### src/rtl/wrap_stack_pkg.sv
// Package: shared default sizes for the wrapping return stack.
// Assumes: a depth that is not a power of two is legal; the offset code is 3 bits.
package wrap_stack_pkg;
    localparam int STK_DEPTH = 96;
    localparam int STK_WIDTH = 16;
    localparam int ADJ_W     = 3;
endpackage

### src/rtl/wrap_ptr.sv
// Module: wrap_ptr
// Holds the stack pointer, which is the index of the next free slot, and counts modulo DEPTH.
// It also gives the index of the newest entry, (ptr - 1) mod DEPTH.
// Assumes: inc and dec are never both high (the top module resolves that case).
module wrap_ptr #(
    parameter int DEPTH = 96,
    parameter int PTR_W = $clog2(DEPTH)
) (
    input  logic             clk,
    input  logic             rst_n,
    input  logic             inc_i,
    input  logic             dec_i,
    output logic [PTR_W-1:0] ptr_o,
    output logic [PTR_W-1:0] top_idx_o
);
    localparam logic [PTR_W-1:0] LAST = PTR_W'(DEPTH - 1);

    logic [PTR_W-1:0] ptr_q;
    logic [PTR_W-1:0] ptr_up;
    logic [PTR_W-1:0] ptr_dn;

    // Next values for both directions, each wrapping at the ends of the range
    always_comb begin
        ptr_up = (ptr_q == LAST) ? '0 : ptr_q + 1'b1;
        ptr_dn = (ptr_q == '0) ? LAST : ptr_q - 1'b1;
    end

    // Pointer register with synchronous reset to slot 0
    always_ff @(posedge clk) begin
        if (!rst_n)
            ptr_q <= '0;
        else if (inc_i)
            ptr_q <= ptr_up;
        else if (dec_i)
            ptr_q <= ptr_dn;
    end

    assign ptr_o     = ptr_q;
    assign top_idx_o = ptr_dn;
endmodule

### src/rtl/ptr_offset_adder.sv
// Module: ptr_offset_adder
// Adds a signed offset of -3..+3, written as sign and magnitude, to a word modulo 2^WIDTH.
// Code bit 2 selects subtraction and bits 1:0 give the magnitude, so 000 and 100 mean no change.
// Assumes: WIDTH >= 2.
module ptr_offset_adder #(
    parameter int WIDTH = 16,
    parameter int ADJ_W = 3
) (
    input  logic             en_i,
    input  logic [ADJ_W-1:0] code_i,
    input  logic [WIDTH-1:0] data_i,
    output logic [WIDTH-1:0] data_o
);
    logic [WIDTH-1:0] mag;

    // Widen the magnitude bits; a disabled adjust forces a zero offset
    always_comb mag = en_i ? WIDTH'(code_i[ADJ_W-2:0]) : '0;

    // Apply the offset in the direction the sign bit selects, wrapping naturally
    always_comb data_o = code_i[ADJ_W-1] ? (data_i - mag) : (data_i + mag);
endmodule

### src/rtl/stack_mem.sv
// Module: stack_mem
// Register-array storage with one write port and one asynchronous read port.
// Assumes: contents are undefined until written; there is no reset on the array.
module stack_mem #(
    parameter int DEPTH = 96,
    parameter int WIDTH = 16,
    parameter int PTR_W = $clog2(DEPTH)
) (
    input  logic             clk,
    input  logic             we_i,
    input  logic [PTR_W-1:0] waddr_i,
    input  logic [WIDTH-1:0] wdata_i,
    input  logic [PTR_W-1:0] raddr_i,
    output logic [WIDTH-1:0] rdata_o
);
    logic [WIDTH-1:0] mem [DEPTH];

    // Write the addressed slot when enabled
    always_ff @(posedge clk) begin
        if (we_i)
            mem[waddr_i] <= wdata_i;
    end

    // Combinational read of the addressed slot
    always_comb rdata_o = mem[raddr_i];
endmodule

### src/rtl/wrap_ret_stack.sv
// Module: wrap_ret_stack (top)
// A LIFO of DEPTH words whose pointer wraps modulo DEPTH, with no overflow or underflow error.
// top_o always shows the newest word; a pop returns it and removes it at the clock edge.
// A push may add a -3..+3 offset to the word on the way in.
// Assumes: push and pop in the same cycle are not intended; the push is taken and the pop is dropped.
module wrap_ret_stack
    import wrap_stack_pkg::*;
#(
    parameter int DEPTH = STK_DEPTH,
    parameter int WIDTH = STK_WIDTH
) (
    input  logic             clk,
    input  logic             rst_n,
    input  logic             push_i,
    input  logic [WIDTH-1:0] push_data_i,
    input  logic             adj_en_i,
    input  logic [ADJ_W-1:0] adj_code_i,
    input  logic             pop_i,
    output logic [WIDTH-1:0] top_o
);
    localparam int PTR_W = $clog2(DEPTH);

    logic [PTR_W-1:0] sp_q;
    logic [PTR_W-1:0] top_idx;
    logic [WIDTH-1:0] wr_word;
    logic             pop_take;

    // Push has priority: a pop requested together with a push is dropped
    always_comb pop_take = pop_i & ~push_i;

    wrap_ptr #(.DEPTH(DEPTH), .PTR_W(PTR_W)) u_ptr (
        .clk       (clk),
        .rst_n     (rst_n),
        .inc_i     (push_i),
        .dec_i     (pop_take),
        .ptr_o     (sp_q),
        .top_idx_o (top_idx)
    );

    ptr_offset_adder #(.WIDTH(WIDTH), .ADJ_W(ADJ_W)) u_adj (
        .en_i   (adj_en_i),
        .code_i (adj_code_i),
        .data_i (push_data_i),
        .data_o (wr_word)
    );

    stack_mem #(.DEPTH(DEPTH), .WIDTH(WIDTH), .PTR_W(PTR_W)) u_mem (
        .clk     (clk),
        .we_i    (push_i),
        .waddr_i (sp_q),
        .wdata_i (wr_word),
        .raddr_i (top_idx),
        .rdata_o (top_o)
    );
endmodule

### config.mk
export PLATFORM = sky130hd
export DESIGN_NAME = wrap_ret_stack
export DESIGN_NICKNAME = d
export VERILOG_FILES = /design/src/rtl/wrap_stack_pkg.sv /design/src/rtl/wrap_ptr.sv /design/src/rtl/ptr_offset_adder.sv /design/src/rtl/stack_mem.sv /design/src/rtl/wrap_ret_stack.sv
export SDC_FILE = /design/constraint.sdc
export NUM_CORES = 2
export LEC_CHECK = 0
export CAP_MARGIN = 20
export CORE_ASPECT_RATIO = 0.9
export CORE_MARGIN = 2
export CORE_UTILIZATION = 57
export DETAILED_ROUTE_END_ITERATION = 8
export PLACE_DENSITY = 0.76
export SETUP_SLACK_MARGIN = 0.4
export SLEW_MARGIN = 20
export SYNTH_ARGS = -nofsm -noshare
export SYNTH_HDL_FRONTEND = slang
export SYNTH_SLANG_ARGS = --single-unit
### constraint.sdc
create_clock -name clk -period 8.8 [get_ports clk]
set_clock_uncertainty 0.05 [all_clocks]
set_input_delay 2.64 -clock clk [delete_from_list [all_inputs] [get_ports clk]]
set_output_delay 2.64 -clock clk [all_outputs]
set_load 0.01 [all_outputs]
# Yosys cells after proc, flatten, opt, wreduce, memory -nomap -nowiden
# Memory sizes are Yosys's and may differ from the RTL's.
# Cells that the tools add are included.
op_classes:
  n_addsub: 4
  mul: 0
  n_mux: 8
  bitwise: 2
  n_eq_ne: 1
  magnitude_cmp: 0
  reduce_logical: 2
  shift: 0
  div_mod_pow: 0
op_table:
  columns: ["cell", "n"]
  rows:
  - ["$mux W7", 4]
  - ["$add A16 B16 Y16", 1]
  - ["$mux W16", 1]
  - ["$sub A16 B16 Y16", 1]
  - ["$add A7 B1 Y7 const B", 1]
  - ["$eq A7 B7 Y1 const B", 1]
  - ["$logic_not A7 Y1", 1]
  - ["$sub A7 B1 Y7 const B", 1]
  - ["$mux W1", 2]
  - ["$mux W2", 1]
  - ["$reduce_bool A2 Y1", 1]
  - ["$and A1 B1 Y1", 1]
  - ["$not A1 Y1", 1]
totals:
  mem_bits_ro: 0
  elab_cells: 19
  memories: 1
  latch_bits: 0
  ramBits: 1536
  ff_bits: 7
mem_list:
  columns: ["name", "depth", "width", "rd", "rd_ports_with_merged_regs", "write_ports", "line", "rtl"]
  rows:
  - ["u_mem.mem", 96, 16, 1, 0, 1, "stack_mem.sv:16", "logic [WIDTH-1:0] mem [DEPTH];"]

# Depth between registers and ports, before layout
logic_depth:
  depth_word: 4
  depth_mapped: 15
  mapped_depth_nobuf: 13

# By module
# Synthesis repeated with hierarchy kept, for this count alone.
unflattened:
  hier_cells: 2802
  area_unflattened_um2: 60486.8
by_module_without_submodules:
  columns: ["mod", "area_each_um2", "cells_each", "instances"]
  rows:
  - ["stack_mem", 58924.0, 2598, 1]
  - ["ptr_offset_adder", 908.4, 121, 1]
  - ["wrap_ptr", 640.6, 82, 1]
  - ["wrap_ret_stack", 13.8, 1, 1]

# Worst setup path before layout
# Ideal clock, no wire load.
synth_path:
  path_type: "in2reg"
  start: "in adj_code_i[0]"
  end: "mem u_mem.mem[0][7], data pin"
  n_path_buf: 0
  setup_slack_ns: -0.450
  path_stages: 9
  setup_ns: 0.982
  t_arrival_ns: 8.219
  required_time_ns: 7.768
  cell_sequence: "nand2_1 -> ha_1 -> or2_2 -> ha_1 -> o21a_1 -> o31a_1 -> nor3_1 -> o31a_1 -> a21boi_0"
synth_via:
  elab_chain_len: 3
synth_rtl:
  columns: ["element", "line", "rtl"]
  rows:
  - ["from (decl)", "wrap_ret_stack.sv:17", "input logic [ADJ_W-1:0] adj_code_i,"]
  - ["$mux W2 (*)", "ptr_offset_adder.sv:17", "always_comb mag = en_i ? WIDTH'(code_i[ADJ_W-2:0]) : '0;"]
  - ["$add A16 B16 Y16 or $sub A16 B16 Y16 (tied branches)", "ptr_offset_adder.sv:20", "always_comb data_o = code_i[ADJ_W-1] ? (data_i - mag) : (data_i + mag);"]
  - ["$mux W16 (*)", "ptr_offset_adder.sv:20", null]
  - ["via u_adj.data_o[7]", "ptr_offset_adder.sv:12", "output logic [WIDTH-1:0] data_o"]
  - ["to (decl)", "stack_mem.sv:16", null]
# The timed path passes the listed nets; every way through them passes the cells marked *.

# Worst setup path after layout
layout_path:
  start: "reg u_ptr.ptr_q[0], in the netlist u_ptr.ptr_o[0]"
  end: "out top_o[11]"
layout_via:
  elab_chain_len: 3
layout_rtl:
  columns: ["element", "line", "rtl"]
  rows:
  - ["from (decl)", "wrap_ptr.sv:18", "logic [PTR_W-1:0] ptr_q;"]
  - ["from (signal assigned)", "wrap_ptr.sv:33", "ptr_q <= ptr_up;"]
  - ["from (signal assigned)", "wrap_ptr.sv:35", "ptr_q <= ptr_dn;"]
  - ["$sub A7 B1 Y7 or $logic_not A7 Y1 (tied branches)", "wrap_ptr.sv:25", "ptr_dn = (ptr_q == '0) ? LAST : ptr_q - 1'b1;"]
  - ["$mux W7 (*)", "wrap_ptr.sv:25", null]
  - ["$mem_v2 Z96 W16 (*)", null, null]
  - ["to (decl)", "wrap_ret_stack.sv:19", "output logic [WIDTH-1:0] top_o"]
# Mark *: on every way between the ends. The rest lies on a longest branch, timed or not.

==> results.rst <==
.. list-table::
   :header-rows: 1

   * - Metric
     - Value
   * - Gr usage total
     - 29.0%
   * - Met2 WL post-DR
     - 74.6 mm
   * - Data arrival, critical path
     - 5.64 ns
   * - Synth Area in Simple Gates
     - 9.32%
   * - Sinks on Clock Net
     - 1543
   * - Post-Syn Instances
     - 4167
   * - CTS tree
     - built
   * - Wire length on met3
     - 19.5 mm
   * - Synth Area in Compound Gates
     - 6.41%
   * - Post-synth EDFFs
     - 1536
   * - Register bit count reported by yosys
     - 1543
   * - Met1 wire length
     - 59.7 mm
   * - Final Instance Count excl. Fillers
     - 5858
   * - Mapped Avg Cell Area
     - 14.8 um2
   * - Worst Hold Class
     - flip-flop to flip-flop
   * - Synthesized Nets
     - 4210
   * - Cell count after placement
     - 5581
   * - Number of hold-slack violations in the final timing report
     - 0
   * - Total wire length after detailed routing
     - 160 mm
   * - Crit end category
     - primary output
   * - Worst hold slack across all endpoints
     - 0.690 ns
   * - Worst flop-to-flop path startpoint
     - u_ptr.ptr_o[0]
   * - Critical path start-end classification
     - flip-flop to primary output
   * - Max frequency
     - 120 MHz
   * - Sequential-to-total area share from yosys stat
     - 75.1%
   * - Launching instance or port of the critical path
     - u_ptr.ptr_o[0]
   * - Core region area
     - 107000 um2
   * - Main combinational cell family by area after synthesis
     - simple AND/OR/NAND/NOR gates
   * - Total via count in the routed design
     - 37900
   * - DR pass1 iterations
     - 6
   * - Post-Synth XOR/XNOR Area
     - 0.270%
   * - DR WL/cell
     - 27.3 um
   * - Total number of H-tree levels
     - 4
   * - Largest fanout of any net on the critical path
     - 57
   * - Initial Utilization
     - 57.4%
   * - Total Die Area
     - 111000 um2
   * - DPL Wire Length
     - 91.3 mm
   * - CP dominant cell by count
     - a21oi_1
   * - Leftover overflow at the end of global routing
     - 0
   * - Number of warnings reported in the yosys synthesis log
     - 0
   * - Number of CTS-inserted buffers
     - 148
   * - Largest delay contributor family on the critical path
     - simple AND/OR/NAND/NOR gates
   * - DRC violation total after the first TritonRoute iteration
     - 5558
   * - CTS Hold Bufs
     - 0
   * - Run status
     - complete, no violations
   * - Post-synth design cell area
     - 61600 um2
   * - Max rail drop VDD
     - 245 uV
   * - Port buffer count
     - 39
   * - Highest-delay cell along the critical path
     - dfxtp_4
   * - Largest stage delay on the critical path
     - 0.67 ns
   * - Pin count of the biggest net entering global routing
     - 119
   * - Clock period minus worst slack
     - 8.33 ns
   * - Count of different cell masters after synthesis
     - 60
   * - Multiplexer fraction of the synthesized cell area
     - 6.37%
   * - Routability Congestion
     - 0.924
   * - Number of remaining DRC errors
     - 0
   * - Worst-path clk slew
     - 0.07 ns
   * - Pleak
     - 22.6 nW
   * - Max-cap violations
     - 0
   * - Startpoint type of the worst setup path
     - flip-flop
   * - Final ANT Viol Nets
     - 0
   * - Final count of pins violating max slew
     - 0
   * - Root Driver
     - clkbuf_16
   * - Critical path buffers and inverters
     - 4
   * - Adder-cell share of the synthesized area
     - 0.398%
   * - Number of antenna violations at the first check in global routing
     - 6
   * - Diodes inserted
     - 0
   * - Worst rel slew slack
     - 23.5%
   * - Ranking of synthesized cells by area
     - edfxtp_1 (75%), nand2_1 (4.8%), mux2i_1 (3.8%)
   * - Longest Clk Path Bufs
     - 3
   * - Number of placement rows
     - 114
   * - Proportion of layout cells with a drive suffix above 1
     - 12.3%
   * - Drt via density
     - 6.48
   * - Most frequent cells in the layout
     - edfxtp_1 (1536), nand2_1 (783), mux2i_1 (236), a21oi_1 (226), nand3_1 (189)
   * - Final setup TNS
     - 0 ns
   * - Highest signal layer in the routed design
     - met5
   * - Vias in the first global route
     - 36300
   * - Setup repair after global routing missed its margin
     - no
   * - Slew @ Worst Pin
     - 1.15 ns
   * - Data required, critical path
     - 6.11 ns
   * - Final period util
     - 94.7%
   * - Area growth from synthesis to layout
     - 12.7%
   * - Net count of the finished layout
     - 4336
   * - Origin of the worst min-delay path
     - u_ptr.ptr_o[6]
   * - FFs w/ async S/R, synth
     - 0%
   * - Wire length of the first global-routing pass
     - 235 mm
   * - Most common cell after layout, fill and taps aside
     - edfxtp_1
   * - Final design utilization
     - 64.7%
   * - Area share of the largest cell type after synthesis
     - 74.9%
   * - Power per cell area
     - 262 nW/um2
   * - Die extent in x
     - 350 um
   * - Number of ports placed on the die boundary
     - 40
   * - Worst skew pair latency
     - 0.76 ns
   * - Finish-stage setup viols
     - 0
   * - CP cell instances
     - inv_1, ha_2, buf_6, nand2_4, buf_4, a21oi_1, nor4_1, nor2_1, a21oi_1, nand4_1, clkdlybuf4s50_1
   * - Most common flop cell mapped by yosys
     - edfxtp_1
   * - Die Y-Extent
     - 316 um
   * - Area leader, netlist
     - edfxtp_1
## where the power goes
group          internal [W]  switching [W]  total, W
clock               0.00353        0.00271   0.00624
sequential          0.00856      0.0000228   0.00858
combinational      0.000898        0.00247   0.00337
## cell type report
type | count | area (um2)
timing repair buffer | 239 | 2160
clock inverter | 75 | 808
multi-input combinational | 2349 | 14400
inverter | 12 | 47.5
fill | 7338 | 37900
clock buffer | 190 | 3930
tap | 1450 | 1810
sequential | 1543 | 46300
## stage by stage
step,total power (W),worst slack (ns),area (um2)
global placement,0.0119,0.968,64400
floorplan,0.0106,0.468,61600
CTS,0.0181,0.430,69200
finish,0.0182,0.468,69400
detailed placement,0.0120,0.926,64500
global route,0.0187,0.465,69400
## state kept, by name, indices dropped and copies added (netlist names)
signal and cells:
u_ptr.ptr_o 7, u_mem.mem 1536
## metal layers
layer  global-route usage [%]  vias to the layer above
met5                        0                        -
met4                     11.3                       12
li1                         -                    16200
met1                     40.4                    18900
met2                     44.8                     2451
met3                     6.76                      404
## tightest hold or removal path, delay by kind of cell (launching register included)
kind / cells / cell delay [ns]
flops: 1 / 0.39
compound gates: 2 / 0.22
simple gates: 1 / 0.09
## path summary, 6_finish.rpt
check | end | slack, ns | cells after the start
max | top_o[11] | 0.47 | 11
min | u_ptr.ptr_o[6] | 0.69 | 3
max reg2reg | u_mem.mem[61][10] | 5.34 | 5
min reg2reg | u_ptr.ptr_o[6] | 0.69 | 3
## timing repair
action	in CTS	in global routing
pin swaps	1	2
cloned	1	0
setup buffers	1	7
setup endpoints to repair	16	13
hold endpoints to repair	0	0
resized for setup	3	2
## Yosys cell counts, types with 9 or more instances
cell	count
a211oi_1	19
a21oi_1	228
a221oi_1	17
a22oi_1	16
a31oi_1	98
a32oi_1	34
and3_1	18
buf_1	27
buf_2	84
buf_4	9
buf_6	17
clkbuf_1	127
edfxtp_1	1536
ha_1	18
inv_1	12
mux2_2	60
mux2i_1	236
mux4_2	38
nand2_1	785
nand3_1	189
nand4_1	20
nor2_1	138
nor2b_1	25
nor3_1	62
nor4_1	78
o211ai_1	35
o21ai_0	103
o221ai_1	30
o22ai_1	34
xnor2_1	15
## cells by family (layout without fill, tap and decap cells)
kind of cell | count (synthesis) | after routing
fa+ha+maj | 19 | 19
xor+xnor | 19 | 19
simple gates | 1334 | 1334
flops | 1543 | 1543
compound gates | 641 | 642
mux | 335 | 335
buf+inv | 276 | 516
Power figures use the tool's default switching activity.
